**src/rtl/cellcap_pkg.sv**
```systemverilog
package cellcap_pkg;
   typedef enum logic {
      FLOW_CELL = 1'b0,
      FLOW_BYTE = 1'b1
   } flow_mode_e;

   function automatic int unsigned ch_bits(input int unsigned n);
      return (n < 2) ? 1 : $clog2(n);
   endfunction
endpackage

```
**src/rtl/cellcap_select.sv**
```systemverilog
module cellcap_select #(
   parameter int NUM_CH = 4,
   parameter int CH_W   = 2
) (
   input  logic              clk,
   input  logic              rst_n,
   input  logic [NUM_CH-1:0] tx_en,
   input  logic [NUM_CH-1:0] room,
   input  logic              byte_mode,
   output logic              hit,
   output logic [CH_W-1:0]   hit_ch,
   output logic              multi
);
   logic single;

   always_comb begin
      hit_ch = '0;
      for (int i = 0; i < NUM_CH; i++) begin
         if (tx_en[i]) hit_ch = CH_W'(i);
      end
      multi  = ($countones(tx_en) > 1);
      single = (tx_en != '0) && !multi;
      hit    = single && (!byte_mode || room[hit_ch]);
   end

   // an accepted byte always comes from exactly one enable
   assert_single_enable_R9: assert property (@(posedge clk) disable iff (!rst_n)
      hit |-> $onehot(tx_en));
endmodule

```
**src/rtl/cellcap_chan_track.sv**
```systemverilog
module cellcap_chan_track #(
   parameter int CELL_BYTES = 53
) (
   input  logic clk,
   input  logic rst_n,
   input  logic take,
   input  logic soc,
   input  logic bad_par,
   output logic wr,
   output logic sop,
   output logic eoc,
   output logic runt_err,
   output logic par_err
);
   localparam int CNT_W = $clog2(CELL_BYTES);
   localparam logic [CNT_W-1:0] LAST_IDX = CNT_W'(CELL_BYTES - 1);

   logic             in_cell;
   logic [CNT_W-1:0] cnt;

   always_comb begin
      sop = take && soc;
      wr  = take && (soc || in_cell);
      eoc = take && !soc && in_cell && (cnt == LAST_IDX);
   end

   always_ff @(posedge clk) begin
      if (!rst_n) begin
         in_cell  <= 1'b0;
         cnt      <= '0;
         runt_err <= 1'b0;
         par_err  <= 1'b0;
      end else begin
         if (take) begin
            if (soc) begin
               if (in_cell) runt_err <= 1'b1;
               in_cell <= 1'b1;
               cnt     <= CNT_W'(1);
            end else if (in_cell) begin
               if (cnt == LAST_IDX) begin
                  in_cell <= 1'b0;
                  cnt     <= '0;
               end else begin
                  cnt <= cnt + CNT_W'(1);
               end
            end
         end
         if (wr && bad_par) par_err <= 1'b1;
      end
   end

   // once raised, the parity flag never drops
   assert_par_sticky_R7: assert property (@(posedge clk) disable iff (!rst_n)
      par_err |=> par_err);
   // a start byte inside a cell raises the restart flag
   assert_runt_flag_R8: assert property (@(posedge clk) disable iff (!rst_n)
      (take && soc && in_cell) |=> runt_err);
   // the count never passes the last byte index
   assert_count_range_R3: assert property (@(posedge clk) disable iff (!rst_n)
      cnt <= LAST_IDX);
endmodule

```
**src/rtl/cellcap_top.sv**
```systemverilog
module cellcap_top
   import cellcap_pkg::*;
#(
   parameter int NUM_CH     = 4,
   parameter int DATA_W     = 8,
   parameter int CELL_BYTES = 53,
   parameter bit REG_CLAV   = 1'b0,
   parameter int CH_W       = ch_bits(NUM_CH)
) (
   input  logic              clk,
   input  logic              rst_n,
   input  logic              flow_mode,
   input  logic [DATA_W-1:0] tx_data,
   input  logic              tx_par,
   input  logic              tx_soc,
   input  logic [NUM_CH-1:0] tx_en,
   input  logic [NUM_CH-1:0] fifo_room,
   output logic [NUM_CH-1:0] tx_clav,
   output logic              wr_en,
   output logic [CH_W-1:0]   wr_ch,
   output logic [DATA_W-1:0] wr_data,
   output logic              wr_sop,
   output logic              wr_eoc,
   output logic [NUM_CH-1:0] par_err,
   output logic [NUM_CH-1:0] runt_err,
   output logic              proto_err
);
   if (NUM_CH < 2) begin : g_bad_ch
      $error("cellcap_top: NUM_CH must be at least 2");
   end
   if (CELL_BYTES < 2) begin : g_bad_len
      $error("cellcap_top: CELL_BYTES must be at least 2");
   end
   if (DATA_W < 1) begin : g_bad_w
      $error("cellcap_top: DATA_W must be positive");
   end

   logic              byte_mode;
   logic              hit;
   logic              multi;
   logic [CH_W-1:0]   hit_ch;
   logic              bad_par;
   logic [NUM_CH-1:0] take_v, wr_v, sop_v, eoc_v;

   assign byte_mode = (flow_mode_e'(flow_mode) == FLOW_BYTE);
   assign bad_par   = ~(^{tx_data, tx_par});

   if (REG_CLAV) begin : g_clav_reg
      always_ff @(posedge clk) begin
         if (!rst_n) tx_clav <= '0;
         else        tx_clav <= fifo_room;
      end
   end else begin : g_clav_comb
      assign tx_clav = fifo_room;
   end

   cellcap_select #(.NUM_CH(NUM_CH), .CH_W(CH_W)) sel_i (
      .clk(clk), .rst_n(rst_n), .tx_en(tx_en), .room(fifo_room),
      .byte_mode(byte_mode), .hit(hit), .hit_ch(hit_ch), .multi(multi)
   );

   for (genvar c = 0; c < NUM_CH; c++) begin : g_chan
      assign take_v[c] = hit && (hit_ch == CH_W'(c));
      cellcap_chan_track #(.CELL_BYTES(CELL_BYTES)) trk_i (
         .clk(clk), .rst_n(rst_n), .take(take_v[c]), .soc(tx_soc),
         .bad_par(bad_par), .wr(wr_v[c]), .sop(sop_v[c]), .eoc(eoc_v[c]),
         .runt_err(runt_err[c]), .par_err(par_err[c])
      );

      // in byte mode a channel without room gets no write
      assert_byte_gate_R6: assert property (@(posedge clk) disable iff (!rst_n)
         (byte_mode && tx_en[c] && !fifo_room[c]) |=> !(wr_en && wr_ch == CH_W'(c)));
   end

   always_ff @(posedge clk) begin
      if (!rst_n) begin
         wr_en     <= 1'b0;
         wr_ch     <= '0;
         wr_data   <= '0;
         wr_sop    <= 1'b0;
         wr_eoc    <= 1'b0;
         proto_err <= 1'b0;
      end else begin
         wr_en   <= |wr_v;
         wr_ch   <= hit_ch;
         wr_data <= tx_data;
         wr_sop  <= |sop_v;
         wr_eoc  <= |eoc_v;
         if (multi) proto_err <= 1'b1;
      end
   end

   // several enables at once give no write and raise the flag
   assert_multi_enable_R9: assert property (@(posedge clk) disable iff (!rst_n)
      ($countones(tx_en) > 1) |=> (!wr_en && proto_err));
   // a last-byte mark rides only on a real write and never with a first-byte mark
   assert_eoc_framing_R3: assert property (@(posedge clk) disable iff (!rst_n)
      wr_eoc |-> (wr_en && !wr_sop));
   // a first-byte mark rides only on a real write
   assert_sop_framing_R2: assert property (@(posedge clk) disable iff (!rst_n)
      wr_sop |-> wr_en);
endmodule

```
**config.mk**
```make
export PLATFORM = sky130hd
export DESIGN_NAME = cellcap_top
export DESIGN_NICKNAME = d
export VERILOG_FILES = /design/src/rtl/cellcap_pkg.sv /design/src/rtl/cellcap_select.sv /design/src/rtl/cellcap_chan_track.sv /design/src/rtl/cellcap_top.sv
export SDC_FILE = /design/constraint.sdc
export NUM_CORES = 1
export LEC_CHECK = 0
export BUFFER_PORTS_ARGS = -buffer_cell sky130_fd_sc_hd__buf_2
export CAP_MARGIN = 20
export CORE_UTILIZATION = 45
export DETAILED_ROUTE_END_ITERATION = 8
export PLACE_DENSITY = 0.7
export SYNTH_ARGS = -nofsm -noshare
export SYNTH_HDL_FRONTEND = slang
export SYNTH_SLANG_ARGS = --single-unit
```
**constraint.sdc**
```tcl
create_clock -name clk -period 7.4 [get_ports clk]
set_input_delay 1.11 -clock clk [delete_from_list [all_inputs] [get_ports clk]]
set_output_delay 1.11 -clock clk [all_outputs]
set_load 0.01 [all_outputs]
```
# Word-level counts from Yosys, hierarchy flattened
# Index checks and enable logic that the tools add are counted.
word_totals:
  regBits: 50
  out_inout_bits: 26
  word_cells: 124
op_classes:
  n_addsub: 7
  magnitude_cmp: 2
  eq_ne: 7
  mux: 29
  bitwise: 1
  reduce_logical: 56
op_table:
  columns: ["cell", "count"]
  rows:
  - ["2-to-1 mux 6 bit", 12]
  - ["adder 32 bit", 1]
  - ["> comparator 32 x 2 -> 1 bit (second input constant)", 1]
  - ["logical AND 1 bit", 30]
  - ["adder 6 x 1 -> 6 bit (second input constant)", 4]
  - ["== test 6 bit (second input constant)", 4]
  - ["2-to-1 mux 1 bit", 14]
  - ["AND reduction 3 bit", 4]
  - ["OR reduction 4 bit", 3]
  - ["XOR reduction 9 bit", 1]
  - ["AND reduction 2 bit", 4]
  - ["nonzero test 2 bit", 4]
  - ["logical OR 1 bit", 5]
  - ["adder 1 x 1 -> 2 bit", 2]
  - ["== test 2 bit (second input constant)", 2]
  - ["2-to-1 mux 2 bit", 2]
  - ["nonzero test 4 bit", 1]
  - ["logical NOT 1 bit", 3]
  - ["< comparator 2 x 3 -> 1 bit (second input constant)", 1]
  - ["binary-select mux 1 bit (select 2 bit)", 1]
  - ["== test 2 x 1 -> 1 bit (second input constant)", 1]
  - ["logical NOT 2 bit", 1]
  - ["NOT 1 bit", 1]

# Depth between registers and ports, before layout
# Gate-level depths: netlist (run 1).
logic_depth:
  depth_word: 12
  mapped_depth: 10
  depth_no_buf: 9

# By module
# Synthesis (run 1) repeated with hierarchy kept, for this count alone.
hier_totals:
  cells_unflattened: 275
  hier_area_um2: 2434.8
modules_own_cells:
  columns: ["mod", "instances", "cells_each", "area_each_um2"]
  rows:
  - ["cellcap_chan_track", 4, 54, 449.2]
  - ["cellcap_top", 1, 45, 524.3]
  - ["cellcap_select", 1, 14, 113.9]

# Worst setup path before layout (run 1)
# Ideal clock, no wire load.
synth_path:
  path_type: "input-to-reg"
  start: "in tx_en[3]"
  end: "reg g_chan[1].trk_i.cnt[2]"
  setup_time_ns: 0.117
  arrival_ns: 3.441
  required_ns: 7.283
  slack_ns: 3.841
  path_stages: 10
  path_buffers: 1
  path_cell_list: "buf_2 > inv_1 > ha_1 > and2_1 > fa_1 > a211oi_4 > nand2_1 > nor3_2 > o21ai_0 > a32o_1"
synth_via:
  elab_chain_len: 8
synth_rtl:
  columns: ["element", "line_no", "text"]
  rows:
  - ["from (decl)", "cellcap_top.sv:16", "input logic [NUM_CH-1:0] tx_en,"]
  - ["adder 1 x 1 -> 2 bit (not written as such)", "cellcap_select.sv:21", "multi = ($countones(tx_en) > 1);"]
  - ["adder 32 bit (not written as such)", "cellcap_select.sv:21", null]
  - ["> comparator 32 x 2 -> 1 bit", "cellcap_select.sv:21", null]
  - ["logical NOT 1 bit", "cellcap_select.sv:22", "single = (tx_en != '0) && !multi;"]
  - ["logical AND 1 bit", "cellcap_select.sv:22", null]
  - ["logical AND 1 bit", "cellcap_select.sv:23", "hit = single && (!byte_mode || room[hit_ch]);"]
  - ["logical AND 1 bit *", "cellcap_top.sv:63", "assign take_v[c] = hit && (hit_ch == CH_W'(c));"]
  - ["AND reduction 2 bit (no line) *", null, null]
  - ["to (signal assigned)", "cellcap_chan_track.sv:44", "cnt <= cnt + CNT_W'(1);"]
  - ["to (decl)", "cellcap_chan_track.sv:19", "logic [CNT_W-1:0] cnt;"]
# Mark *: on every way between the ends. The rest lies on a longest branch, timed or not. The select of a mux whose other input is x is not followed.
# A chain may end at the register's enable or synchronous reset.

# Worst setup path in the final report (run 1)
layout_path:
  start: "in tx_en[3]"
  end: "reg g_chan[3].trk_i.cnt[3]"
layout_via:
  elab_chain_len: 8
layout_rtl:
  columns: ["element", "line_no"]
  rows:
  - ["adder 1 x 1 -> 2 bit (not written as such)", "cellcap_select.sv:21"]
  - ["adder 32 bit (not written as such)", "cellcap_select.sv:21"]
  - ["> comparator 32 x 2 -> 1 bit", "cellcap_select.sv:21"]
  - ["logical NOT 1 bit", "cellcap_select.sv:22"]
  - ["logical AND 1 bit", "cellcap_select.sv:22"]
  - ["logical AND 1 bit", "cellcap_select.sv:23"]
  - ["logical AND 1 bit *", "cellcap_top.sv:63"]
  - ["AND reduction 2 bit (no line) *", null]
  - ["to (signal assigned)", "cellcap_chan_track.sv:44"]
  - ["to (decl)", "cellcap_chan_track.sv:19"]
# Marks and branches as above.

==> reports/results.ini, run 1 <==
[synth]
synth_cell_types = 59
syn_nets = 353
synth_edf_count = 0
synth.most_common_cell = dfxtp_1
synth_xor_xnor_area_share_pct = 2.68
yosysTopAreaCell = dfxtp_1
synth_common_cells = dfxtp_1, nor2_1, nand2_1, a21oi_1, inv_1
synth-main-ff-cell = dfxtp_1
yosysWarnings = 0
syn_inst = 317
synth_fa_ha_area_share_pct = 6.97
synth_top_cell_area_share_pct = 35.7
yosys.area_share.simple_pct = 22.3
syn_area_mm2 = 0.00280
ys_seq_area_share_pct = 35.7
synth_compound_gate_area_share_pct = 24.0
netlist_top_cells_area = dfxtp_1, ha_1, nor2_1
synth_top_family_by_area = compound AO/OA/AOI/OAI gates
ys_ff_latch = 50
ys_async_sr_fraction_pct = 0
synth_area_per_cell_um2 = 8.84
synth.area.mux_share_pct = 0.357

[worst_setup_path]
crit_path_cell_trace = buf_2, inv_1, ha_1, and2_1, fa_1, a211oi_4, o41a_1, o211ai_1, a32o_1
start_kind = input pin
end_kind = flip-flop
cpPeakStageDelay_ns = 0.84
crit_arrival_ns = 4.08
crit_fanout = 23
cp_top_family = compound AO/OA/AOI/OAI gates
slowest_stage = o41a_1
regToRegSetupSlack_ns = 5.53
path_buf_inv = 2
crit_type = input pin to flip-flop
critPathRequiredTime_ns = 7.61

[timing]
relSlewSlack_pct = 38.6
rsz0062_at_grt = false
setup_tns_ns = 0
setup_violations = 0
timing.final.crit_share_pct = 52.3
worst_pin_slew_ns = 0.921
hold_viol_final = 0
hold_ws_ns = 0.479
period_minus_slack_ns = 3.87
finClkSkew_ns = 0.0142
fmax_mhz = 258
final-max-slew-violation-count = 0

[cts]
cts_root_buf = clkbuf_8
htree_levels = 2
post-cts-setup-buffers = 0
cts.clk_slew.worst_paths_ns = 0.10
cts_tree = built
cts_buffers = 5
clk_latency_ns = 0.32
cts.repair.resized = 0
cts_hold_buffers = 0
ctsLongestPathBuffers = 2
cts.sinks = 50

[placement]
portBuffers = 46
routabilityCongestion = 0.779
place.detailed.hpwl_mm = 4.07

[drt]
wirelength_mm = 5.73
ant_nets = 0
viasPerCell = 5.59
drt-initial-drc-count = 123
route.detailed.drc = 0
wl_per_cell_um = 13.6
dr.pass1.iters = 4
num_vias = 2353

[worst_hold_path]
hp-class = flip-flop to flip-flop

[global_routing]
grt_pass1_vias = 2160
grt_use_total_pct = 18.8
grt_max_degree = 37
antenna_found_initial = 0
grt_first_pass_wirelength_mm = 9.67
overflow = 0

[layout]
drive_gt1_share_pct = 17.9
area_growth_pct = 9.29
antenna_cells = 0
nets = 381

[power]
leakage_nw = 1.23
peakVddDrop_mv = 0.0706
cellPowerDensity_mw_per_mm2 = 176
power_w = 0.000538

[run_status]
outcome = finished, final reports clean

[floorplan]
initial_core_util_pct = 47.0
ios = 47
fp.dieH_um = 80.9
rows = 28
die_area_mm2 = 0.00654
die_w_um = 80.9
core_area_mm2 = 0.00596

[job]
maxCapViolations = 0

## state kept, by name (all words and copies together), names as in the netlist
| register | flops |
|---|---|
| g_chan.trk_i.runt_err | 4 |
| wr_sop | 1 |
| wr_eoc | 1 |
| proto_err | 1 |
| wr_en | 1 |
| g_chan.trk_i.cnt | 24 |
| wr_ch | 2 |
| wr_data | 8 |
| g_chan.trk_i.par_err | 4 |
| g_chan.trk_i.in_cell | 4 |
## worst min-delay path, delay by kind of cell (launching register included)
kind / cells / cell delay, ns
DFF: 1 / 0.34
and+or+nand+nor: 1 / 0.07
AOI/OAI and AO/OA: 1 / 0.04
## stage by stage
step	utilization, %	setup WS (ns)	std cells	cell area [um2]
global placement	49.8	3.30	413	2970
finish	51.4	3.53	421	3060
global route	51.4	3.32	421	3060
detailed placement	49.8	3.21	413	2970
CTS	51.4	3.54	421	3060
floorplan	-	3.84	317	2800
## cell usage in the layout (no fill, tap or decap), types with 3 or more instances in the layout
cell	Yosys	routed
nor2_1	25	25
buf_2	3	46
nor2b_1	5	5
and3_1	10	10
inv_1	16	16
and2_1	12	12
o211ai_1	4	4
o21a_1	4	4
nand3_1	7	7
nand3b_1	4	4
nand2b_1	6	6
nand2_1	20	20
a31oi_1	8	8
nor3b_1	9	9
a22o_1	3	3
dfxtp_1	50	50
o21ai_0	12	12
a21oi_1	16	16
o22ai_1	5	5
xnor2_1	5	5
a311oi_1	3	3
nor3_1	6	6
a32o_1	9	9
ha_1	14	14
clkbuf_8	0	5
## kinds of logic after synthesis
| group | count (synthesis) |
|---|---|
| multiplexers | 1 |
| adder cells (fa/ha/maj) | 15 |
| flip-flops | 50 |
| buffers and inverters | 42 |
| AO/OA/AOI/OAI | 87 |
| AND/OR/NAND/NOR | 115 |
| XOR/XNOR | 7 |
## power breakdown
part | switching, W | leakage, nW | total [W] | internal [W]
Combinational | 0.0000552 | 0.780 | 0.0000891 | 0.0000340
Sequential | 0.00000367 | 0.407 | 0.000280 | 0.000276
Clock | 0.000100 | 0.0447 | 0.000169 | 0.0000685
## path summary, 6_finish.rpt
| check | from | endpoint | cells past startpoint |
|---|---|---|---|
| min reg2reg | g_chan[0].trk_i.runt_err$_SDFFE_PN0P_ | g_chan[0].trk_i.runt_err$_SDFFE_PN0P_ | 2 |
| max reg2reg | g_chan[1].trk_i.cnt[0]$_SDFFE_PN0P_ | g_chan[1].trk_i.cnt[3]$_SDFFE_PN0P_ | 7 |
| min | g_chan[0].trk_i.runt_err$_SDFFE_PN0P_ | g_chan[0].trk_i.runt_err$_SDFFE_PN0P_ | 2 |
| max | tx_en[3] | g_chan[3].trk_i.cnt[3]$_SDFFE_PN0P_ | 9 |
## per-layer routing
layer  vias up  routed length (um)  GRT usage (%)
li1       1193                   -              -
met1      1126                2650           22.9
met2        26                2840           33.3
met3         8                 158           2.92
met4         0                  80           6.79
met5         -                   0              0
## cell type report
type                       count  area [um2]
clock buffer                   5        68.8
clock inverter                 3        25.0
fill                         596        2890
inverter                      17        63.8
multi-input combinational    225        1580
sequential                    50        1000
tap                           75        93.8
timing repair buffer          46         230
(Power assumes the default switching activity.)
==> run 2, diff against run 1 <==
--- a/config.mk
+++ b/config.mk
@@ -9,7 +9,7 @@
 export CAP_MARGIN = 20
 export CORE_UTILIZATION = 45
 export DETAILED_ROUTE_END_ITERATION = 8
-export PLACE_DENSITY = 0.7
+export PLACE_DENSITY = 0.73
 export SYNTH_ARGS = -nofsm -noshare
 export SYNTH_HDL_FRONTEND = slang
 export SYNTH_SLANG_ARGS = --single-unit
==> constraint.sdc (replaced) <==
create_clock -name clk -period 3.5 [get_ports clk]
set_input_delay 0.525 -clock clk [delete_from_list [all_inputs] [get_ports clk]]
set_output_delay 0.525 -clock clk [all_outputs]
set_load 0.01 [all_outputs]
==> run 2 against run 1 <==
Worst setup slack got worse by 2.9 ns. Core utilization rose by 0.65 points. Sequential power rose by 110%. Combinational power rose by 130%. Sequential share of layout area fell by 0.41 points. Hold slack got worse by 0.037 ns. Clock skew fell by 0.0086 ns. Clock-buffer cell count rose by 1. Via count rose by 2.9%.
==> reports/results.ini, run 2 (same netlist as run 1, synthesis figures left out) <==
[worst_setup_path]
start_kind = input pin
path_buf_inv = 2
cpPeakStageDelay_ns = 0.51
cp_top_family = adder cells
critPathRequiredTime_ns = 3.70
end_kind = flip-flop
crit_arrival_ns = 3.03
crit_fanout = 10
crit_path_cell_trace = buf_2, inv_1, ha_1, and2_1, fa_1, a211oi_4, nand2_1, nor3_2, o21ai_0, a32o_1
startpoint = tx_en[3]
r2r-start = g_chan[1].trk_i.cnt[0]$_SDFFE_PN0P_
slowest_stage = fa_1
crit_type = input pin to flip-flop

[placement]
place_area_mm2 = 0.00301
routabilityCongestion = 0.799
portBuffers = 46
place.detailed.hpwl_mm = 4.41

[floorplan]
die_area_mm2 = 0.00654
ios = 47
core_area_mm2 = 0.00596
die_w_um = 80.9
initial_core_util_pct = 47.0
rows = 28
fp.dieH_um = 80.9

[drt]
wirelength_mm = 6.03
num_vias = 2421
viasPerCell = 5.68
route.detailed.drc = 0
drt-initial-drc-count = 133
wl_per_cell_um = 14.2
ant_nets = 0
dr.pass1.iters = 4

[power]
power_frac_seq_pct = 51.7
cellPowerDensity_mw_per_mm2 = 370
net-switching-power_w = 0.000322
power_w = 0.00115
p_clk_share_pct = 30.8
p_comb_share_pct = 17.6
internal_power_w = 0.000824
leakage_nw = 1.26
peakVddDrop_mv = 0.146
p_sw_share_pct = 28.1

[run_status]
outcome = finished, final reports clean

[global_routing]
grt_use_total_pct = 20.1
grt_first_pass_wirelength_mm = 10.4
overflow = 0
grt_pass1_vias = 2292
grt_max_degree = 36
antenna_found_initial = 0

[layout]
antenna_cells = 0
largest_register = g_chan.trk_i.cnt
fin_util_pct = 52.1
final_cell_area_mm2 = 0.00310
final_common_cell = dfxtp_1
nets = 386
mostFrequentLayoutCells = dfxtp_1, buf_2, nor2_1
reg_top3 = g_chan.trk_i.cnt (24), wr_data (8)
largest_register_ffs = 24
area_growth_pct = 10.7
drive_gt1_share_pct = 19.1

[cts]
cts_root_buf = clkbuf_8
cts_buffers = 5
cts.sinks = 50
ctsLongestPathBuffers = 2
cts.repair.resized = 0
cts_tree = built
post-cts-setup-buffers = 0
cts_hold_buffers = 0
cts.clk_slew.worst_paths_ns = 0.09
clk_latency_ns = 0.30
htree_levels = 2

[timing]
worst_pin_slew_ns = 0.715
fmax_mhz = 353
rsz0062_at_grt = false
timing.final.crit_share_pct = 80.9
setup_tns_ns = 0
period_minus_slack_ns = 2.83
setup_violations = 0
relSlewSlack_pct = 52.0
final-max-slew-violation-count = 0
hold_viol_final = 0
finClkSkew_ns = 0.00558

[worst_hold_path]
hp-class = input pin to flip-flop
hp-start = tx_data[5]

[job]
maxCapViolations = 0

-- run 2: final timing paths --
| check | endpoint | slack (ns) | depth (start not counted) |
|---|---|---|---|
| hold / removal | wr_data[5]$_SDFF_PN0_ | 0.44 | 2 |
| hold reg to reg | g_chan[3].trk_i.par_err$_SDFFE_PN0P_ | 0.47 | 1 |
| setup / recovery | g_chan[1].trk_i.cnt[5]$_SDFFE_PN0P_ | 0.67 | 10 |
| setup reg to reg | g_chan[1].trk_i.cnt[5]$_SDFFE_PN0P_ | 1.58 | 7 |
-- run 2: per-layer routing --
layer / vias to the layer above / track usage, % / routed length (um)
met5: - / 0 / 0
met4: 0 / 8.57 / 129
met3: 12 / 3.82 / 191
met2: 39 / 33.5 / 3010
met1: 1168 / 25.1 / 2700
li1: 1202 / - / -
-- run 2: cell type report --
type / count / area, um2
Fill cell: 591 / 2860
Multi-Input combinational cell: 225 / 1580
Sequential cell: 50 / 1000
Timing Repair Buffer: 51 / 268
Tap cell: 75 / 93.8
Clock buffer: 6 / 82.6
Inverter: 17 / 63.8
Clock inverter: 2 / 12.5
-- run 2: per-stage QoR --
step | std cells | hold slack (ns) | setup WS (ns)
after CTS | 426 | 0.429 | 0.669
final | 426 | 0.443 | 0.667
after global placement | 418 | 0.449 | 0.422
after global routing | 426 | 0.433 | 0.429
after floorplan | 317 | 0.438 | 0.526
after detailed placement | 418 | 0.453 | 0.333
-- run 2: power by group through the flow --
| stage | Combinational (W) | Sequential (W) | Clock (W) |
|---|---|---|---|
| floorplan | 0.000140 | 0.000610 | 0 |
| global placement | 0.000197 | 0.000605 | 0 |
| detailed placement | 0.000201 | 0.000605 | 0 |
| CTS | 0.000202 | 0.000592 | 0.000368 |
| global route | 0.000222 | 0.000594 | 0.000388 |
| finish | 0.000201 | 0.000592 | 0.000353 |
==> run 3, diff against run 2 <==
==> constraint.sdc (replaced) <==
create_clock -name clk -period 2.58 [get_ports clk]
set_input_delay 0.387 -clock clk [delete_from_list [all_inputs] [get_ports clk]]
set_output_delay 0.387 -clock clk [all_outputs]
set_load 0.01 [all_outputs]
==> run 3 against run 2 <==
Global-route usage up 0.086 points. Via count is 2.4% higher. Total power grew 47%. Worst setup slack worse by 0.47 ns. Largest power group unchanged.
==> reports/results.ini, run 3 (same netlist as run 1, synthesis figures left out) <==
[cts]
cts_hold_buffers = 0
post-cts-setup-buffers = 0
cts_root_buf = clkbuf_8
cts_tree = built
htree_levels = 2
cts.sinks = 50
cts_buffers = 5
ctsLongestPathBuffers = 2
clk_latency_ns = 0.30
cts.repair.resized = 0
cts.clk_slew.worst_paths_ns = 0.10

[layout]
final_common_cell = dfxtp_1
nets = 407
largest_register = g_chan.trk_i.cnt
drive_gt1_share_pct = 25.0
reg_top3 = g_chan.trk_i.cnt (24), wr_data (8)
largest_register_ffs = 24
antenna_cells = 0
mostFrequentLayoutCells = dfxtp_1, buf_2, nor2_1, buf_4, nand2_1
area_growth_pct = 18.7

[drt]
route.detailed.drc = 0
wirelength_mm = 6.15
num_vias = 2479
viasPerCell = 5.55
wl_per_cell_um = 13.8
ant_nets = 0
drt-initial-drc-count = 125
dr.pass1.iters = 4

[timing]
fmax_mhz = 420
timing.final.crit_share_pct = 92.3
final-max-slew-violation-count = 0
worst_pin_slew_ns = 0.777
finClkSkew_ns = 0.00773
hold_ws_ns = 0.300
setup_violations = 0
period_minus_slack_ns = 2.38
hold_viol_final = 0
rsz0062_at_grt = false
relSlewSlack_pct = 47.9

[global_routing]
use_met1_pct = 24.9
overflow = 0
busiest_layer = met2
grt_use_total_pct = 20.2
met2_usage_pct = 35.2
met3_usage_pct = 3.37
grt_pass1_vias = 2326
grt_first_pass_wirelength_mm = 10.3
grt_max_degree = 36
antenna_found_initial = 0

[floorplan]
die_w_um = 80.9
die_area_mm2 = 0.00654
ios = 47
initial_core_util_pct = 47.0
rows = 28
fp.dieH_um = 80.9
core_area_mm2 = 0.00596

[worst_hold_path]
hp-start = tx_data[6]
hp-class = input pin to flip-flop

[worst_setup_path]
crit_arrival_ns = 2.59
r2r-start = g_chan[1].trk_i.cnt[0]$_SDFFE_PN0P_
crit_type = input pin to flip-flop
slowest_stage = fa_1
startpoint = tx_en[2]
crit_fanout = 6
crit_path_cell_trace = buf_2, inv_1, ha_4, and2_4, fa_1, a211oi_4, buf_4, nand2_2, a211oi_1, a21oi_1, o31a_1
start_kind = input pin
end_kind = flip-flop
cpPeakStageDelay_ns = 0.52
path_buf_inv = 3
cp_top_family = compound AO/OA/AOI/OAI gates
critPathRequiredTime_ns = 2.78

[power]
p_comb_share_pct = 19.0
p_sw_share_pct = 27.3
power_w = 0.00169
cellPowerDensity_mw_per_mm2 = 507
power_frac_seq_pct = 47.7
internal_power_w = 0.00122
peakVddDrop_mv = 0.255
leakage_nw = 1.38
p_clk_share_pct = 33.4
net-switching-power_w = 0.000461

[placement]
routabilityCongestion = 0.814
place.detailed.hpwl_mm = 4.55
portBuffers = 46

[run_status]
outcome = finished, final reports clean

[job]
maxCapViolations = 0

run 3: cell count changes in the layout (fill, tap and decap cells not counted), sizes merged:
cell      change
buf          +21
bufinv        +1
clkbuf        -1
clkinv        -1
clkinvlp      +1
run 3: metrics by stage:
stage          setup TNS [ns]  utilization, %  std cells  area, um2  setup WS (ns)
5_1_grt                     0            55.8        447       3320         0.0511
4_1_cts                     0            55.8        447       3320          0.196
3_5_place_dp            -1.67            53.9        439       3210         -0.112
2_1_floorplan         -0.0392               -        317       2850        -0.0392
6_report                    0            55.8        447       3320          0.199
3_3_place_gp           -0.511            53.9        439       3210        -0.0545
run 3: power by group through the flow:
stage / Clock [W] / Combinational (W) / Sequential [W]
finish: 0.000562 / 0.000320 / 0.000804
global route: 0.000610 / 0.000348 / 0.000806
CTS: 0.000581 / 0.000320 / 0.000804
detailed placement: 0 / 0.000318 / 0.000822
global placement: 0 / 0.000313 / 0.000821
floorplan: 0 / 0.000199 / 0.000827
run 3: worst register-to-register path: stages (launching register included):
cell and delay, ns:
dfxtp_1 0.37, inv_1 0.08, ha_1 0.20, nand2_1 0.06
nor2_1 0.07, or4b_1 0.62, o21ai_0 0.23, a32o_1 0.18
run 3: final cells by class:
cell class | instances | area, um2
clock inverters | 3 | 45.0
repair buffers | 72 | 438
well taps | 75 | 93.8
inverters | 17 | 71.3
clock buffers | 5 | 68.8
flip-flops and latches | 50 | 1000
multi-input cells | 225 | 1610
fillers | 554 | 2630
run 3: path summary, 6_finish.rpt:
kind | endpoint | slack [ns] | cells past startpoint
min | wr_data[6]$_SDFF_PN0_ | 0.30 | 2
max reg2reg | g_chan[1].trk_i.cnt[3]$_SDFFE_PN0P_ | 0.72 | 7
max | g_chan[0].trk_i.cnt[0]$_SDFFE_PN0P_ | 0.20 | 11
min reg2reg | g_chan[0].trk_i.par_err$_SDFFE_PN0P_ | 0.48 | 1
run 3: layer usage:
layer	up-vias	share of wire (%)
li1	1246	-
met1	1185	46
met2	39	50
met3	9	3.2
met4	0	1.2
met5	-	0
